<file path="src/rtl/irq_route_unit.sv">
module irq_route_unit #(
  parameter int RSSI_W = 8
) (
  input  logic              clk,
  input  logic              rst_n,
  input  logic              wr_en,
  input  logic [1:0]        wr_addr,
  input  logic [RSSI_W-1:0] wr_data,
  input  logic [1:0]        data_mode,
  input  logic              fifo_full_in,
  input  logic              tx_done_in,
  input  logic              dclk,
  input  logic [RSSI_W-1:0] rssi_val,
  input  logic              rssi_strobe,
  input  logic              pll_lock_in,
  output logic              irq1,
  output logic              lock_pin,
  output logic [3:0]        status
);
  localparam logic [1:0] A_CTRL = 2'd0;
  localparam logic [1:0] A_THR  = 2'd1;
  localparam logic [1:0] A_CLR  = 2'd2;

  logic [2:0] meta, sync;
  logic lock_q, sel, rssi_en, lock_en, rssi_flag, pll_flag;
  logic [RSSI_W-1:0] thr;

  wire ff_s   = sync[0];
  wire txd_s  = sync[1];
  wire lock_s = sync[2];

  wire wr_ctrl = wr_en && wr_addr == A_CTRL;
  wire wr_thr  = wr_en && wr_addr == A_THR;
  wire wr_clr  = wr_en && wr_addr == A_CLR;

  wire rssi_set = rssi_strobe && rssi_en && (rssi_val > thr);
  wire pll_set  = lock_s && !lock_q;

  always_ff @(posedge clk or negedge rst_n) begin
    if (!rst_n) begin
      meta      <= '0;
      sync      <= '0;
      lock_q    <= 1'b0;
      sel       <= 1'b0;
      rssi_en   <= 1'b0;
      lock_en   <= 1'b1;
      thr       <= '0;
      rssi_flag <= 1'b0;
      pll_flag  <= 1'b0;
    end else begin
      meta   <= {pll_lock_in, tx_done_in, fifo_full_in};
      sync   <= meta;
      lock_q <= lock_s;
      if (wr_ctrl) begin
        sel     <= wr_data[0];
        rssi_en <= wr_data[1];
        lock_en <= wr_data[2];
      end
      if (wr_thr) thr <= wr_data;
      rssi_flag <= rssi_set | (rssi_flag & ~(wr_clr & wr_data[0]));
      pll_flag  <= pll_set  | (pll_flag  & ~(wr_clr & wr_data[1]));
    end
  end

  assign irq1     = (data_mode == 2'b00) ? dclk : (sel ? txd_s : ff_s);
  assign lock_pin = lock_en ? lock_s : 1'b1;
  assign status   = {txd_s, ff_s, pll_flag, rssi_flag};
endmodule


</file>
<file path="config.mk">
export PLATFORM = sky130hd
export DESIGN_NAME = irq_route_unit
export DESIGN_NICKNAME = d
export VERILOG_FILES = /design/src/rtl/irq_route_unit.sv
export SDC_FILE = /design/constraint.sdc
export NUM_CORES = 1
export LEC_CHECK = 0
export BUFFER_PORTS_ARGS = -buffer_cell sky130_fd_sc_hd__buf_2
export CAP_MARGIN = 15
export CORE_MARGIN = 2
export CORE_UTILIZATION = 40
export CTS_CLUSTER_SIZE = 8
export DETAILED_ROUTE_END_ITERATION = 6
export MAX_ROUTING_LAYER = met4
export PLACE_DENSITY = 0.66
export SYNTH_ARGS = -nofsm -noshare
export SYNTH_HDL_FRONTEND = slang
export SYNTH_SLANG_ARGS = --single-unit
</file>
<file path="constraint.sdc">
create_clock -name clk -period 1.55 [get_ports clk]
set_input_delay 0 -clock clk [delete_from_list [all_inputs] [get_ports clk]]
set_output_delay 0 -clock clk [all_outputs]
set_load 0.03 [all_outputs]
</file>
==> metrics.cfg, run 1 <==
[cts]
worstSkewPairLatency_ps = 290
path_clk_slew_ps = 110
cts_root_buffer = clkbuf_4
clock_path_buffers = 2
cts_tree = built
clkSinkCount = 20
numCtsBuffers = 3
cts-htree-levels = 1

[worst_setup_path]
r2r_setup_slack_ps = 90
crit_path_start_kind = register
r2r_cells = 6
slowest_stage = dfrtp_1
critPathKind = register to register
crit_path_max_fanout = 2
critPathCaptureType = register
path_cells = inv_1 > ha_1 > nand4_2 > o211ai_2 > a211oi_1 > a211o_1
r2r_start = thr[6]
timing.rr.end = rssi_flag
slowest_delay_ps = 370
critPathRequiredTime_ps = 1730
cp.arrival_ps = 1630

[global_routing]
track_usage_pct = 15.58
grt_max_degree = 21
grt_antenna_before_repair = 0
grt_pass1_vias = 776
grt_pass1_wl_um = 3084
grt_remaining_overflow = 0

[placed_design]
io_buffer_count = 33
dp_cells = 132
placed_area_um2 = 1145
gp_congestion = 0.8134
dp_hpwl_um = 1405

[die]
num_rows = 17
die_h_um = 53.37
initial_core_util_pct = 43.23
die_area_um2 = 2848
die_x_um = 53.37
coreArea_um2 = 2255
ioPinCount = 34

[layout]
final-instance-count-excl-fill = 149
area_growth_pct = 39.79
multi_input_area_um2 = 446.7
post-route-util_pct = 60.43
final-seq-area_um2 = 501.7
n_fill_cell = 197
drive_gt1_share_pct = 45.45
nNetsFinal = 158
diodes = 0
stdcell_area_um2 = 1363

[synth]
postSynth.asyncResetShare_pct = 100.0
synth_area_per_cell_um2 = 13.00
synth_ff_type = dfrtp_1
syn-cell-area_um2 = 974.7
syn_inst = 75
ys_seq_area_share_pct = 51.48
ys_ff_latch = 20
yosysWarnings = 0
syn-num-nets = 111
synth_edf_count = 0
yosysUniqueCellTypes = 23

[drt]
drtIter0Drc = 9
drt_wl_total_um = 1921
vias = 715
first_pass_iters = 4
via_per_inst = 4.799
wire_per_inst_um = 12.89
drc = 0
detail-route-antenna-nets = 0

[min_path]
min_path_cells = 4
hold-path-endpoint = pll_flag
hp-class = input pin to register
hold_path.startpoint = wr_en

[flow_run]
maxCapViolCount = 0

[sta]
fin_hold_ws_ps = 79.14
period_share_pct = 93.99
drv_slew = 0
skew_ps = 7.939
max_slew_margin_pct = 70.68
post-route-min-period_ps = 1457
worstMarginPinSlew_ps = 439.7
final-setup-viol-count = 0
hold_viol = 0
max_freq_ghz = 0.6864

[power_and_ir_drop]
p_per_area_nw_per_um2 = 1058
ir_worst_vdd_mv = 0.7096
p_total_mw = 1.441
power_leakage_nw = 0.6722

[status]
status = completed

cell usage after synthesis, types with 2 or more instances:
master    count  area, um^2
o21ai_0       2       10.01
nand2_1       3       11.26
a21oi_1       3       15.01
inv_1         9       33.78
o211ai_2      2       25.02
mux2_2        8       90.09
nand4b_1      2       17.52
dfrtp_1      19       475.5
mux2_1        3       33.78
ha_1          8       100.1
buf_4         4       30.03
metrics by stage:
stage                     setup slack [ps]  TNS, ps
after floorplan                      172.2        0
after global placement               127.3        0
after detailed placement             77.58        0
after CTS                            55.67        0
after global routing               -0.4867  -0.4867
final                                93.17        0
per-layer routing:
metal | up-vias | GRT usage [%] | routed length, um
li1 | 355 | - | -
met1 | 342 | 17.45 | 812
met2 | 14 | 27.16 | 1031
met3 | 4 | 1.977 | 50
met4 | 0 | 7.692 | 26
met5 | - | - | 0
worst max-delay path by stage:
stage | from | end | slack (ps) | cells past startpoint
finish | thr[6] | rssi_flag | 90 | 6
global route | thr[2] | rssi_flag | -0.5 | 6
CTS | thr[7] | rssi_flag | 60 | 6
detailed placement | thr[7] | rssi_flag | 80 | 6
global placement | thr[7] | rssi_flag | 130 | 6
floorplan | thr[7] | rssi_flag | 170 | 6
where the power goes:
part | internal, mW | total, mW | leakage (nW) | switching [mW]
sequential | 0.602 | 0.645 | 0.231 | 0.0431
combinational | 0.196 | 0.389 | 0.413 | 0.192
clock | 0.261 | 0.408 | 0.0279 | 0.146
cells by family after synthesis:
| family | count (synthesis) | synth area share [%] |
|---|---|---|
| adders and majority gates | 8 | 10.27 |
| muxes | 12 | 13.74 |
| buffers and inverters | 13 | 6.547 |
| DFF | 20 | 51.48 |
| AOI/OAI and AO/OA | 10 | 7.574 |
| and+or+nand+nor | 12 | 10.40 |
state kept, by name (all words and copies together) (netlist names):
register / flops
rssi_en: 1
thr: 8
lock_q: 1
sync: 3
lock_en: 1
rssi_flag: 1
meta: 3
pll_flag: 1
sel: 1
what timing repair did:
action,4_1_cts,5_1_grt
hold buffers,12,0
hold endpoints to repair,34,0
buffers inserted,0,1
gates resized for setup,0,3
endpoints found under the setup margin,0,1
cell usage in the layout (no fill, tap or decap):
cell,n
a211o_1,1
nand2_1,3
o21ai_0,2
nand3_1,1
a211oi_1,1
mux2i_1,1
inv_1,9
ha_1,5
nor2_1,1
mux2_1,3
dfstp_2,1
nand3b_4,1
buf_4,1
buf_2,33
a21oi_1,3
dfrtp_1,19
nor2b_1,1
o211ai_2,2
dlygate4sd3_1,12
bufinv_16,1
nand4_1,1
nor3b_4,1
nand4b_1,2
nand4_2,1
a21o_1,1
ha_4,3
clkbuf_4,3
mux2_2,8
critical path, delay by kind of cell (launching register included):
kind	cells	cell delay [ps]
fa+ha+maj	1	300
flops	1	370
simple gates	1	120
compound gates	3	520
buf+inv	1	50
final cells by class:
cell class                 instances  area share [%]
clock buffer                       3           1.653
clock inverter                     1           2.204
inverter                           9           2.479
multi-input combinational         42           32.78
sequential                        20           36.82
tap                               28           2.571
timing repair buffer              46           21.49
Note: power is estimated with default switching activity, not from simulation.
==> inputs of run 2 (changes only) <==
- ABC_AREA: unset -> 1
==> run 2 against run 1 <==
Clock-buffer cell count increased by 1. Final cell count increased by 21%. Largest power group unchanged. Clock power decreased by 29%. Sequential share of layout area is 1.7 points higher. Routed wire length fell by 9.7%. Register-to-register slack better by 220 ps. Core utilization fell by 6.4 points. Clock skew down 6.0 ps. Setup slack better by 220 ps. Area after synthesis up 2.1%. Critical path depth increased by 1. First-iteration DRC count fell by 11%.
==> metrics.cfg, run 2 <==
[layout]
post-route-util_pct = 54.05
layout_common_cells = 33 x buf_2, 23 x nand2_1, 19 x inv_1, 19 x dfrtp_1, 11 x dlygate4sd3_1
diodes = 0
area_growth_pct = 30.94
nNetsFinal = 187
regMostFlops = thr
largest_register_ffs = 8
largestRegisters = thr: 8 flops, meta: 3 flops, sync: 3 flops
drive_gt1_share_pct = 31.33
n_fill_cell = 230
final_common_cell = buf_2

[synth]
synth_edf_count = 0
syn-cell-area_um2 = 994.7
synth-compound-area-share_pct = 13.33
yosysWarnings = 0
ys_seq_area_share_pct = 50.44
synth_area_per_cell_um2 = 9.296
syn_inst = 107
post-synth-top-area-cell = dfrtp_1
yosysMostFrequentCell = nand2_1
synth_area_leaders = dfrtp_1 48%, ha_1 10%, nand2_1 8.7%
synth_top_area_share_pct = 47.80
yosys.area_share.xor_xnor_pct = 0
ys_ff_latch = 20
synth_simple_gate_area_share_pct = 14.84
syn-num-nets = 143
synth_common_cells = 23 x nand2_1, 19 x dfrtp_1, 19 x inv_1
postSynth.asyncResetShare_pct = 100.0
synthAdderAreaFrac_pct = 10.06
yosysUniqueCellTypes = 15
synthMuxAreaShare_pct = 0
synth_top_family_by_area = simple AND/OR/NAND/NOR gates
synth_ff_type = dfrtp_1

[cts]
cts-htree-levels = 1
cts_setup_buffers = 0
clock_path_buffers = 2
path_clk_slew_ps = 110
cts_root_buffer = clkbuf_4
clkSinkCount = 20
numCtsBuffers = 3
worstSkewPairLatency_ps = 280
cts_tree = built

[worst_setup_path]
cp.arrival_ps = 1410
critPathCaptureType = register
critPathKind = register to register
crit_path_max_fanout = 2
crit_path_start_kind = register
critPathRequiredTime_ps = 1730

[power_and_ir_drop]
p_clk_share_pct = 23.1
p_seq_share_pct = 50.2
switchingPower_mw = 0.3707
p_comb_share_pct = 26.7
p_int_mw = 0.8766
p_total_mw = 1.247
p_sw_share_pct = 29.72
ir_worst_vdd_mv = 0.6434
power_leakage_nw = 0.7085
p_per_area_nw_per_um2 = 957.6

[sta]
period_share_pct = 79.63
max_freq_ghz = 0.8102
hold_viol = 0
tns_ps = 0
max_slew_margin_pct = 71.85
final-setup-viol-count = 0
post-route-min-period_ps = 1234
worstMarginPinSlew_ps = 422.2
skew_ps = 1.968
drv_slew = 0
rsz0062_at_grt = false

[drt]
drt_wl_total_um = 1735
drtIter0Drc = 8
via_per_inst = 4.506
vias = 811
first_pass_iters = 4
detail-route-antenna-nets = 0
wire_per_inst_um = 9.639
drc = 0

[status]
status = completed

[die]
ioPinCount = 34
die_area_um2 = 2901
die_x_um = 53.87
initial_core_util_pct = 41.28
die_h_um = 53.87
coreArea_um2 = 2410
num_rows = 18

[global_routing]
grt_remaining_overflow = 0
track_usage_pct = 14.08
grt_antenna_before_repair = 0
grt_max_degree = 21
grt_pass1_wl_um = 2939
grt_pass1_vias = 781

[min_path]
hp-class = input pin to register

[placed_design]
io_buffer_count = 33
dp_hpwl_um = 1363
gp_congestion = 0.7102

[flow_run]
maxCapViolCount = 0

[run 2: power groups by stage]
stage / sequential, mW / clock, mW / combinational, mW
after global routing: 0.633 / 0.321 / 0.384
final: 0.626 / 0.288 / 0.333
after CTS: 0.625 / 0.298 / 0.340
after floorplan: 0.625 / 0 / 0.242
after global placement: 0.633 / 0 / 0.306
after detailed placement: 0.635 / 0 / 0.319
[run 2: worst max-delay path, stage by stage (launching register included)]
cell	delay, ps
dfrtp_1	380
inv_1	80
ha_1	240
a21o_1	180
nor2_1	90
nand2_1	60
nand2_1	50
nand2_1	50
[run 2: routing by layer]
metal  up-vias  GRT usage [%]  share of wire [%]
met2        14          26.83                 54
met3         0          2.500                3.9
li1        421              -                  -
met5         -              -                  0
met1       376          15.68                 42
met4         0          1.282                  0
[run 2: kinds of logic (layout without fill, tap and decap cells)]
| family | after synthesis | count (layout) |
|---|---|---|
| simple gates | 35 | 35 |
| compound gates | 20 | 20 |
| flops | 20 | 20 |
| buf+inv | 24 | 67 |
| fa+ha+maj | 8 | 8 |
[run 2: path summary, 6_finish.rpt]
kind / startpoint / end / slack, ps / cells past startpoint
max: thr[7] / rssi_flag / 320 / 7
min: wr_data[0] / thr[0] / 2 / 3
max reg2reg: thr[7] / rssi_flag / 320 / 7
min reg2reg: meta[0] / sync[0] / 370 / 0
max in group asynchronous: rst_n / lock_en / 1060 / 2
min in group asynchronous: rst_n / sync[0] / 160 / 2
[run 2: layout make-up]
class / instances / area, um^2 / area share (%)
flip-flops and latches: 20 / 501.7 / 38.52
multi-input cells: 63 / 380.4 / 29.20
well taps: 30 / 37.54 / 2.882
inverters: 19 / 71.32 / 5.476
clock buffers: 4 / 36.28 / 2.786
repair buffers: 44 / 275.3 / 21.13
[run 2: what timing repair did]
item | in CTS | in global routing
hold buffers | 11 | 0
gates resized for setup | 0 | 0
endpoints found under the hold margin | 31 | 0
[run 2: stage by stage]
stage / instance area, um^2 / instances / hold WS [ps] / setup WS (ps)
floorplan: 994.7 / 107 / -295.6 / 384.6
global placement: 1156 / 165 / -36.84 / 368.9
detailed placement: 1156 / 165 / -36.16 / 317.1
CTS: 1303 / 180 / 1.601 / 301.9
global route: 1303 / 180 / 4.798 / 177.5
finish: 1303 / 180 / 1.828 / 315.8
